**config.mk**
```make
export PLATFORM = sky130hd
export DESIGN_NAME = bilerp_top
export DESIGN_NICKNAME = d
export VERILOG_FILES = /design/src/rtl/bilerp_pkg.sv /design/src/rtl/bilerp_weights.sv /design/src/rtl/bilerp_ctrl.sv /design/src/rtl/bilerp_lane.sv /design/src/rtl/bilerp_top.sv
export SDC_FILE = /design/constraint.sdc
export NUM_CORES = 2
export LEC_CHECK = 0
export BUFFER_PORTS_ARGS = -buffer_cell sky130_fd_sc_hd__buf_2
export CELL_PAD_IN_SITES_DETAIL_PLACEMENT = 1
export CELL_PAD_IN_SITES_GLOBAL_PLACEMENT = 1
export CORE_MARGIN = 2
export CORE_UTILIZATION = 30
export CTS_BUF_LIST = sky130_fd_sc_hd__clkbuf_4 sky130_fd_sc_hd__clkbuf_8
export DETAILED_ROUTE_END_ITERATION = 8
export MAX_ROUTING_LAYER = met4
export PLACE_DENSITY_LB_ADDON = 0.1
export RECOVER_POWER = 50
export SYNTH_ARGS = -nofsm -noshare
export SYNTH_HDL_FRONTEND = slang
export SYNTH_SLANG_ARGS = --single-unit
```
**constraint.sdc**
```tcl
create_clock -name clk -period 15.82 [get_ports clk]
set_clock_uncertainty 0.2 [all_clocks]
set_input_delay 1.582 -clock clk [delete_from_list [all_inputs] [get_ports clk]]
set_output_delay 1.582 -clock clk [all_outputs]
set_load 0.1 [all_outputs]
```
**src/rtl/bilerp_pkg.sv**
```systemverilog
// Package: shared sizes, digit types and the arithmetic helpers of the
// bilinear filter. The reduction chain in bilerp_lane is sized for four
// digits per weight, which FRAC_W = 7 yields.
package bilerp_pkg;

    localparam int CH_W   = 8;                   // bits per colour channel
    localparam int FRAC_W = 7;                   // fractional coordinate bits
    localparam int NTAPS  = 4;                   // texels per job
    localparam int WT_W   = FRAC_W + 1;          // weight width, range 0..2^FRAC_W
    localparam int NDIG   = WT_W / 2;            // radix-4 digits per weight
    localparam int ONE    = 1 << FRAC_W;         // weight total
    localparam int HALF   = ONE / 2;             // rounding offset
    localparam int ACC_W  = CH_W + WT_W + 2;     // signed partial/accumulator width
    localparam int PIPE_D = NDIG - 1;            // stages between issue and accumulate
    localparam int V_W    = WT_W + 2;            // recoding scratch width

    // One signed radix-4 digit: magnitude one or two, optional negate.
    typedef struct packed {
        logic neg;
        logic one;
        logic two;
    } bdig_t;

    typedef bdig_t [NDIG-1:0] bweight_t;

    // Recode a non-negative weight into NDIG digits of value -2..+2.
    function automatic bweight_t booth_code(input logic [WT_W-1:0] w);
        bweight_t code;
        logic signed [V_W-1:0] v;
        v = signed'({2'b00, w});
        for (int k = 0; k < NDIG; k++) begin
            code[k] = '0;
            case (v[1:0])
                2'b01: begin code[k].one = 1'b1; v = v - V_W'(1); end
                2'b10: begin code[k].two = 1'b1; v = v - V_W'(2); end
                2'b11: begin code[k].one = 1'b1; code[k].neg = 1'b1; v = v + V_W'(1); end
                default: ;
            endcase
            v = v >>> 2;
        end
        return code;
    endfunction

    // Partial product: texel times digit, placed at radix-4 position pos.
    function automatic logic signed [ACC_W-1:0] pp_form(input logic [CH_W-1:0] p,
                                                        input bdig_t d,
                                                        input int pos);
        logic signed [ACC_W-1:0] m;
        m = '0;
        if (d.one)      m = signed'(ACC_W'(p));
        else if (d.two) m = signed'(ACC_W'({p, 1'b0}));
        m = m <<< (2 * pos);
        if (d.neg) m = -m;
        return m;
    endfunction

    // Integer value of a digit, for checking.
    function automatic int dig_val(input bdig_t d);
        int m;
        m = d.two ? 2 : (d.one ? 1 : 0);
        return d.neg ? -m : m;
    endfunction

endpackage

```
**src/rtl/bilerp_weights.sv**
```systemverilog
// Module: derives the four bilinear weights from the two fractions and
// emits them already digit-coded. Purely combinational. Assumes fractions
// are unsigned values over 2^FRAC_W. The only product is a*b; the other
// weights follow by subtraction, so their total is exact.
module bilerp_weights
    import bilerp_pkg::*;
(
    input  logic [FRAC_W-1:0]        frac_a,
    input  logic [FRAC_W-1:0]        frac_b,
    output bweight_t [NTAPS-1:0]     wt_code
);

    logic [2*FRAC_W-1:0] ab;
    logic [2*FRAC_W:0]   ab_r;
    logic [WT_W-1:0]     wval [NTAPS];

    // Weight arithmetic: rounded corner product, the rest by difference.
    always_comb begin
        ab      = frac_a * frac_b;
        ab_r    = {1'b0, ab} + (2*FRAC_W+1)'(HALF);
        wval[3] = ab_r[FRAC_W +: WT_W];
        wval[1] = {1'b0, frac_a} - wval[3];
        wval[2] = {1'b0, frac_b} - wval[3];
        wval[0] = WT_W'(ONE) - {1'b0, frac_a} - {1'b0, frac_b} + wval[3];
    end

    // One digit recoder per tap.
    for (genvar t = 0; t < NTAPS; t++) begin : g_code
        assign wt_code[t] = booth_code(wval[t]);
    end

endmodule

```
**src/rtl/bilerp_ctrl.sv**
```systemverilog
// Module: job sequencer. Accepts a start when no job is stepping, keeps the
// coded weights for the remaining steps, selects the weight of the current
// step and delays the first/last markers to the accumulate stage.
// Assumes the texel stream follows the start on consecutive cycles.
module bilerp_ctrl
    import bilerp_pkg::*;
(
    input  logic                  clk,
    input  logic                  rst_n,
    input  logic                  start,
    input  bweight_t [NTAPS-1:0]  live_code,
    output bweight_t              cur_code,
    output logic                  iss_first,
    output logic                  acc_first,
    output logic                  acc_last
);

    localparam int STEP_W = $clog2(NTAPS);

    logic                 active;
    logic [STEP_W-1:0]    step;
    bweight_t [NTAPS-1:0] held;
    logic                 iss_last;
    logic [PIPE_D-1:0]    first_pipe;
    logic [PIPE_D-1:0]    last_pipe;

    // Issue decode: accept start only when idle; pick this step's weight.
    always_comb begin
        iss_first = rst_n && start && !active;
        iss_last  = active && (step == STEP_W'(NTAPS - 1));
        cur_code  = iss_first ? live_code[0] : held[step];
    end

    // Step counter and weight hold register.
    always_ff @(posedge clk) begin
        if (!rst_n) begin
            active <= 1'b0;
            step   <= '0;
            held   <= '0;
        end else if (iss_first) begin
            active <= 1'b1;
            step   <= STEP_W'(1);
            held   <= live_code;
        end else if (active) begin
            if (iss_last) active <= 1'b0;
            step <= step + STEP_W'(1);
        end
    end

    // Marker delay line matching the partial-product and carry-save stages.
    always_ff @(posedge clk) begin
        if (!rst_n) begin
            first_pipe <= '0;
            last_pipe  <= '0;
        end else begin
            first_pipe <= {first_pipe[PIPE_D-2:0], iss_first};
            last_pipe  <= {last_pipe[PIPE_D-2:0], iss_last};
        end
    end

    assign acc_first = first_pipe[PIPE_D-1];
    assign acc_last  = last_pipe[PIPE_D-1];

endmodule

```
**src/rtl/bilerp_lane.sv**
```systemverilog
// Module: one colour lane. Forms four shifted/negated partial products of the
// current texel, reduces them through two carry-save stages, and folds each
// texel's product into the accumulator; on the last texel it stores the
// rounded channel. Assumes four digits per weight (NDIG = 4).
module bilerp_lane
    import bilerp_pkg::*;
(
    input  logic              clk,
    input  logic              rst_n,
    input  logic [CH_W-1:0]   texel,
    input  bweight_t          cur_code,
    input  logic              acc_first,
    input  logic              acc_last,
    output logic [CH_W-1:0]   chan_out
);

    logic signed [ACC_W-1:0] pp_c [NDIG];
    logic signed [ACC_W-1:0] r_q  [NDIG];
    logic signed [ACC_W-1:0] s1_q, c1_q, r3_q;
    logic signed [ACC_W-1:0] s2_q, c2_q;
    logic signed [ACC_W-1:0] acc_q;
    logic signed [ACC_W-1:0] total;
    logic signed [ACC_W-1:0] rnd;

    // Partial-product selection, one per digit position.
    for (genvar j = 0; j < NDIG; j++) begin : g_pp
        assign pp_c[j] = pp_form(texel, cur_code[j], j);
    end

    // Accumulate value and its rounded form.
    always_comb begin
        total = (acc_first ? '0 : acc_q) + s2_q + c2_q;
        rnd   = total + ACC_W'(HALF);
    end

    // Partial-product registers, carry-save chain and accumulator.
    always_ff @(posedge clk) begin
        if (!rst_n) begin
            for (int j = 0; j < NDIG; j++) r_q[j] <= '0;
            s1_q     <= '0;
            c1_q     <= '0;
            r3_q     <= '0;
            s2_q     <= '0;
            c2_q     <= '0;
            acc_q    <= '0;
            chan_out <= '0;
        end else begin
            for (int j = 0; j < NDIG; j++) r_q[j] <= pp_c[j];
            s1_q  <= r_q[0] ^ r_q[1] ^ r_q[2];
            c1_q  <= ((r_q[0] & r_q[1]) | (r_q[0] & r_q[2]) | (r_q[1] & r_q[2])) <<< 1;
            r3_q  <= r_q[3];
            s2_q  <= s1_q ^ c1_q ^ r3_q;
            c2_q  <= ((s1_q & c1_q) | (s1_q & r3_q) | (c1_q & r3_q)) <<< 1;
            acc_q <= total;
            if (acc_last) chan_out <= rnd[FRAC_W +: CH_W];
        end
    end

endmodule

```
**src/rtl/bilerp_top.sv**
```systemverilog
// Module: bilinear texel filter top. Builds weights from the fractions,
// sequences four texels per job and runs one lane per colour channel.
// Assumes texels arrive on the start cycle and the three cycles after it.
module bilerp_top
    import bilerp_pkg::*;
#(
    parameter int LANES = 4
) (
    input  logic                    clk,
    input  logic                    rst_n,
    input  logic                    start,
    input  logic [FRAC_W-1:0]       frac_a,
    input  logic [FRAC_W-1:0]       frac_b,
    input  logic [LANES*CH_W-1:0]   texel,
    output logic                    out_valid,
    output logic [LANES*CH_W-1:0]   out_pix
);

    bweight_t [NTAPS-1:0] live_code;
    bweight_t             cur_code;
    logic                 iss_first;
    logic                 acc_first;
    logic                 acc_last;

    bilerp_weights u_wts (
        .frac_a  (frac_a),
        .frac_b  (frac_b),
        .wt_code (live_code)
    );

    bilerp_ctrl u_ctrl (
        .clk       (clk),
        .rst_n     (rst_n),
        .start     (start),
        .live_code (live_code),
        .cur_code  (cur_code),
        .iss_first (iss_first),
        .acc_first (acc_first),
        .acc_last  (acc_last)
    );

    // One datapath per colour channel.
    for (genvar l = 0; l < LANES; l++) begin : g_lane
        bilerp_lane u_lane (
            .clk       (clk),
            .rst_n     (rst_n),
            .texel     (texel[l*CH_W +: CH_W]),
            .cur_code  (cur_code),
            .acc_first (acc_first),
            .acc_last  (acc_last),
            .chan_out  (out_pix[l*CH_W +: CH_W])
        );
    end

    // Result strobe, aligned with the lane output registers.
    always_ff @(posedge clk) begin
        if (!rst_n) out_valid <= 1'b0;
        else        out_valid <= acc_last;
    end

endmodule

```
### Yosys cells after proc, flatten, opt, wreduce, memory -nomap -nowiden

Memory sizes are Yosys's and may differ from the RTL's. A register that Yosys moved wholly into a read port is not among the register bits.
Cells that the tools add are included.

* bitwise operators: 73
* equal/unequal tests: 49
* reductions and logical operators: 26
* muxes and demuxes: 138
* $lt $le $gt $ge: 1
* $add $sub $neg: 71
* multiply operators: 1

Operator list (count)
* 2-to-1 mux 18 bit: 36
* AND 17 bit: 24
* bitwise XOR 18 bit: 16
* bitwise OR 17 bit: 16
* 2-to-1 mux 9 bit: 24
* negator 18 bit: 12
* adder 18 bit: 8
* one-hot mux 8 bit (3 select lines): 4
* 2-to-1 mux 12 bit: 6
* negator 11 -> 18 bit: 4
* one-hot mux 6 bit (3 select lines): 4
* equality test 2 bit (second input constant): 33
* adder 15 x 8 -> 15 bit (second input constant): 4
* 2-to-1 mux 14 bit: 4
* 2-to-1 mux 1 bit: 55
* one-hot mux 4 bit (3 select lines): 4
* OR reduction 2 bit: 17
* adder 8 x 1 -> 8 bit (second input constant): 4
* equality test 2 x 1 -> 1 bit (second input constant): 16
* subtractor 8 x 1 -> 8 bit (second input constant): 4
* subtractor 8 x 2 -> 8 bit (second input constant): 4
* adder 6 x 2 -> 6 bit (second input constant): 4
* binary-select mux 12 bit (select 2 bit): 1
* subtractor 6 x 2 -> 6 bit (second input constant): 4
* 17 further kinds: 51

* memories kept: 4
* logic and storage cells: 449
* bits in writable memories: 288
* input bits: 49
* output and inout bits: 33
* register bits after elaboration: 450

Memories
* g_lane[0].u_lane.r_q: depth 4, bits a word 18, read ports 4, clocked after Yosys merged registers in 1, write ports 4, RTL line bilerp_lane.sv:18 `logic signed [ACC_W-1:0] r_q [NDIG];`
* g_lane[1].u_lane.r_q: depth 4, bits a word 18, read ports 4, clocked after Yosys merged registers in 1, write ports 4, RTL line bilerp_lane.sv:18
* g_lane[2].u_lane.r_q: depth 4, bits a word 18, read ports 4, clocked after Yosys merged registers in 1, write ports 4, RTL line bilerp_lane.sv:18
* g_lane[3].u_lane.r_q: depth 4, bits a word 18, read ports 4, clocked after Yosys merged registers in 1, write ports 4, RTL line bilerp_lane.sv:18

### Logic depth before layout (Yosys ltp)

* word-level depth: 18
* depth in mapped cells: 52
* depth with buffers taken out: 47

### Hierarchy

A second synthesis with hierarchy kept.

* cell total of the unflattened synthesis: 3881
* area total of the unflattened synthesis: 34638.2 µm²

By module, submodules not included
* bilerp_lane (g_lane[0].u_lane): area an instance 6603.8 µm², seq. area each 2662.6 µm², cells an instance 727, times used 1
* bilerp_lane (g_lane[3].u_lane): area an instance 6592.6 µm², seq. area each 2662.6 µm², cells an instance 716, times used 1
* bilerp_lane (g_lane[1].u_lane): area an instance 6525.0 µm², seq. area each 2662.6 µm², cells an instance 710, times used 1
* bilerp_lane (g_lane[2].u_lane): area an instance 6515.0 µm², seq. area each 2662.6 µm², cells an instance 711, times used 1
* bilerp_weights: area an instance 5770.5 µm², seq. area each 0.0 µm², cells an instance 764, times used 1
* bilerp_ctrl: area an instance 2605.0 µm², seq. area each 1141.1 µm², cells an instance 251, times used 1
* bilerp_top: area an instance 26.3 µm², seq. area each 20.0 µm², cells an instance 2, times used 1

### Least setup slack after synthesis

OpenSTA, ideal clock, no wires.

* kind: in2reg
* start: input frac_a[2]
* end: memory g_lane[1].u_lane.r_q[3][14] in the netlist's numbering
* library setup time: 72 ps
* path slack: 3191 ps
* path buffers: 6
* required time: 15548 ps
* data arrival time: 12358 ps
* stages: 48
* cells stage by stage: inv_1 clkbuf_1 nor2_1 fa_1 fa_1 fa_1 inv_1 fa_1 inv_1 ha_1 clkbuf_1 nor4_1 o21ai_0 a21oi_1 o21ba_2 xor2_1 inv_1 fa_1 (+12 left out) inv_1 buf_4 ha_1 nor2_1 nor3_1 mux2i_1 nor4_1 or3_1 buf_2 buf_2 buf_2 a22oi_1 ha_1 a21bo_2 a41oi_1 nand3_1 o21ai_1 mux2i_1

RTL lines
* from (decl): RTL line bilerp_top.sv:12 `input logic [FRAC_W-1:0] frac_a,`
* to (decl): RTL line bilerp_lane.sv:18

==> results.json <==
{
  "insertion_delay_ns": 0.73,
  "root_buffer": "clkbuf_8",
  "dpl.hpwl_mm": 75.0,
  "required_ns": 16.25,
  "maxSlewViolCount": 517,
  "outcome": "finished with violations",
  "synth.most_common_cell": "dfxtp_1",
  "hold_buffers": 0,
  "ys_ff_latch": 590,
  "async_flop_share": 0,
  "cp_top_family": "adder cells",
  "hold_viol": 0,
  "worst-path-buf-inv": 9,
  "min-delay-start": "u_ctrl.first_pipe[0]$_SDFF_PN0_",
  "start_util": 0.302,
  "synth_common_cells": "dfxtp_1 (590), nor2_1 (321), and2_1 (306)",
  "cp_max_fo": 20,
  "tightest_slew_ns": 3.70,
  "synth_nets": 4064,
  "timing.fmax_ghz": 0.0719,
  "ys_seq_area_frac": 0.353,
  "relSlewSlack": -1.47,
  "clk_pin_slew_ns": 0.06,
  "cts_max_level": 3,
  "drc": 0,
  "slowest_delay_ns": 0.69,
  "grt_pass1_wl_mm": 163,
  "crit_path_top_delay_cell": "mux2i_1",
  "cp-end-kind": "register",
  "coreArea_mm2": 0.111,
  "synth.area.top_cells": "dfxtp_1 (35%), fa_1 (8.9%), ha_1 (8.3%)",
  "setup_slack_ns": 1.90,
  "r2r-start": "u_ctrl.active$_SDFF_PN0_",
  "hp-class": "reg -> reg",
  "num_vias": 25869,
  "die-height_um": 338,
  "ctsLongestPathBuffers": 3,
  "first_global_vias": 26969,
  "fin_nets": 4076,
  "drt_iter0_drc": 1143,
  "antenna_found_initial": 13,
  "cts_setup_buffers": 0,
  "num_rows": 122,
  "max_cap_violations": 8,
  "synthFlopType": "dfxtp_1",
  "crit_path_start_kind": "primary input",
  "drive_gt1_frac": 0.0953,
  "synth_top_area_frac": 0.353,
  "critPathKind": "in -> reg",
  "pin_count": 82,
  "die_w_um": 338,
  "multiInputGateArea_mm2": 0.0204,
  "yosysUniqueCellTypes": 93,
  "nFillCells": 12744,
  "arrival_ns": 14.35,
  "routed_wl_mm": 104,
  "track_usage": 0.189,
  "place_inst": 5037,
  "overflow": 0,
  "via_per_inst": 4.94,
  "timing.final.crit_share": 0.880,
  "fin_crit_ns": 13.92,
  "clock_sinks": 590,
  "cts_tree": "yes",
  "yosysTopAreaCell": "dfxtp_1",
  "place_ws_ns": 1.24,
  "firstDrtPassIters": 5,
  "portBuffers": 81,
  "syn_inst": 3644,
  "cts_buffers": 105,
  "synth_edf_count": 0,
  "fin_cells": 5237,
  "wire_per_inst_um": 19.9,
  "globalplace.congestion": 0.824,
  "violations": "max-capacitance violations, max-slew violations",
  "final.setup.tns_ns": 0,
  "rsz0062_at_grt": "no",
  "die_area_mm2": 0.114,
  "crit_path_start": "frac_a[2]",
  "yosys_warnings": 0,
  "cts_resized": 0,
  "syn-cell-area_mm2": 0.0335,
  "syn2layout_area_growth_pct": 12.3,
  "ant_nets": 0,
  "grt_max_degree": 106,
  "setup_viol": 0,
  "regArea_mm2": 0.0118,
  "crit_top_cell": "inv_1",
  "avgSynthCellArea_um2": 9.18
}
## cell usage in the layout, fill, tap and decap left out, types with 26 or more instances in the layout
master / synthesis / routed
xor2_1: 79 / 79
buf_2: 9 / 47
fa_1: 149 / 149
clkbuf_8: 0 / 142
buf_4: 2 / 41
a21oi_1: 210 / 208
nand3_1: 61 / 61
and2_0: 1 / 158
o21ai_0: 110 / 108
ha_1: 222 / 222
nor3_1: 58 / 58
xnor2_1: 142 / 142
a22o_1: 30 / 30
a31oi_1: 26 / 26
mux2i_1: 32 / 32
dfxtp_1: 590 / 588
a22oi_1: 85 / 85
and3_1: 30 / 30
clkbuf_1: 199 / 40
clkbuf_4: 0 / 26
nor2_1: 321 / 319
inv_1: 143 / 142
a211oi_1: 65 / 65
a21o_1: 43 / 43
nor2b_1: 72 / 72
and2_1: 306 / 149
nand2_1: 224 / 224
o21bai_1: 28 / 28
## final cells by class
type                       count  share of cell area
clock inverter                20             0.00389
inverter                     145              0.0145
tap                         1488              0.0495
clock buffer                 168              0.0572
timing repair buffer         128              0.0184
sequential                   590               0.314
antenna                       12            0.000799
multi-input combinational   2686               0.541
## registers in the layout, summed over array words and instances (netlist names), 32 cells and up
signal and flops:
g_lane.u_lane.c2_q 44, g_lane.u_lane.c1_q 48, g_lane.u_lane.r_q 192, g_lane.u_lane.s2_q 60, g_lane.u_lane.chan_out 32, g_lane.u_lane.acc_q 60, u_ctrl.held 48, g_lane.u_lane.r3_q 36
g_lane.u_lane.s1_q 60
## layer usage
metal,part of all wire,vias to the layer above,global-route usage
li1,-,12648,-
met1,0.47,12672,0.243
met2,0.46,393,0.301
met3,0.042,156,0.0329
met4,0.031,0,0.0648
met5,0,-,-
## metrics by stage
step	hold slack, ns	area (µm²)	utilization
floorplan	0.212	33500	-
global placement	0.214	35400	0.319
detailed placement	0.221	35400	0.319
CTS	0.231	37600	0.340
global route	0.244	37600	0.340
finish	0.224	37600	0.340
## cell families (layout without fill, tap and decap cells)
kind of cell,Yosys count,after routing,share of synthesized area
flops,590,590,0.353
fa+ha+maj,371,371,0.172
other cells,0,12,0
buf+inv,368,461,0.0421
compound gates,810,810,0.164
mux,57,57,0.0216
simple gates,1223,1223,0.187
xor+xnor,225,225,0.0606
## final timing paths
| path | to | slack, ns | cells past startpoint |
|---|---|---|---|
| min reg2reg | u_ctrl.first_pipe[1]$_SDFF_PN0_ | 0.22 | 1 |
| max reg2reg | g_lane[2].u_lane.r_q[3][10]$_SDFF_PN0_ | 9.87 | 15 |
| max | g_lane[1].u_lane.r_q[3][14]$_SDFF_PN0_ | 1.90 | 44 |
| min | u_ctrl.first_pipe[1]$_SDFF_PN0_ | 0.22 | 1 |
Power is left out: the tool's default activity adds up to more than one toggle a clock period on the data nets, which glitch-free logic cannot reach.
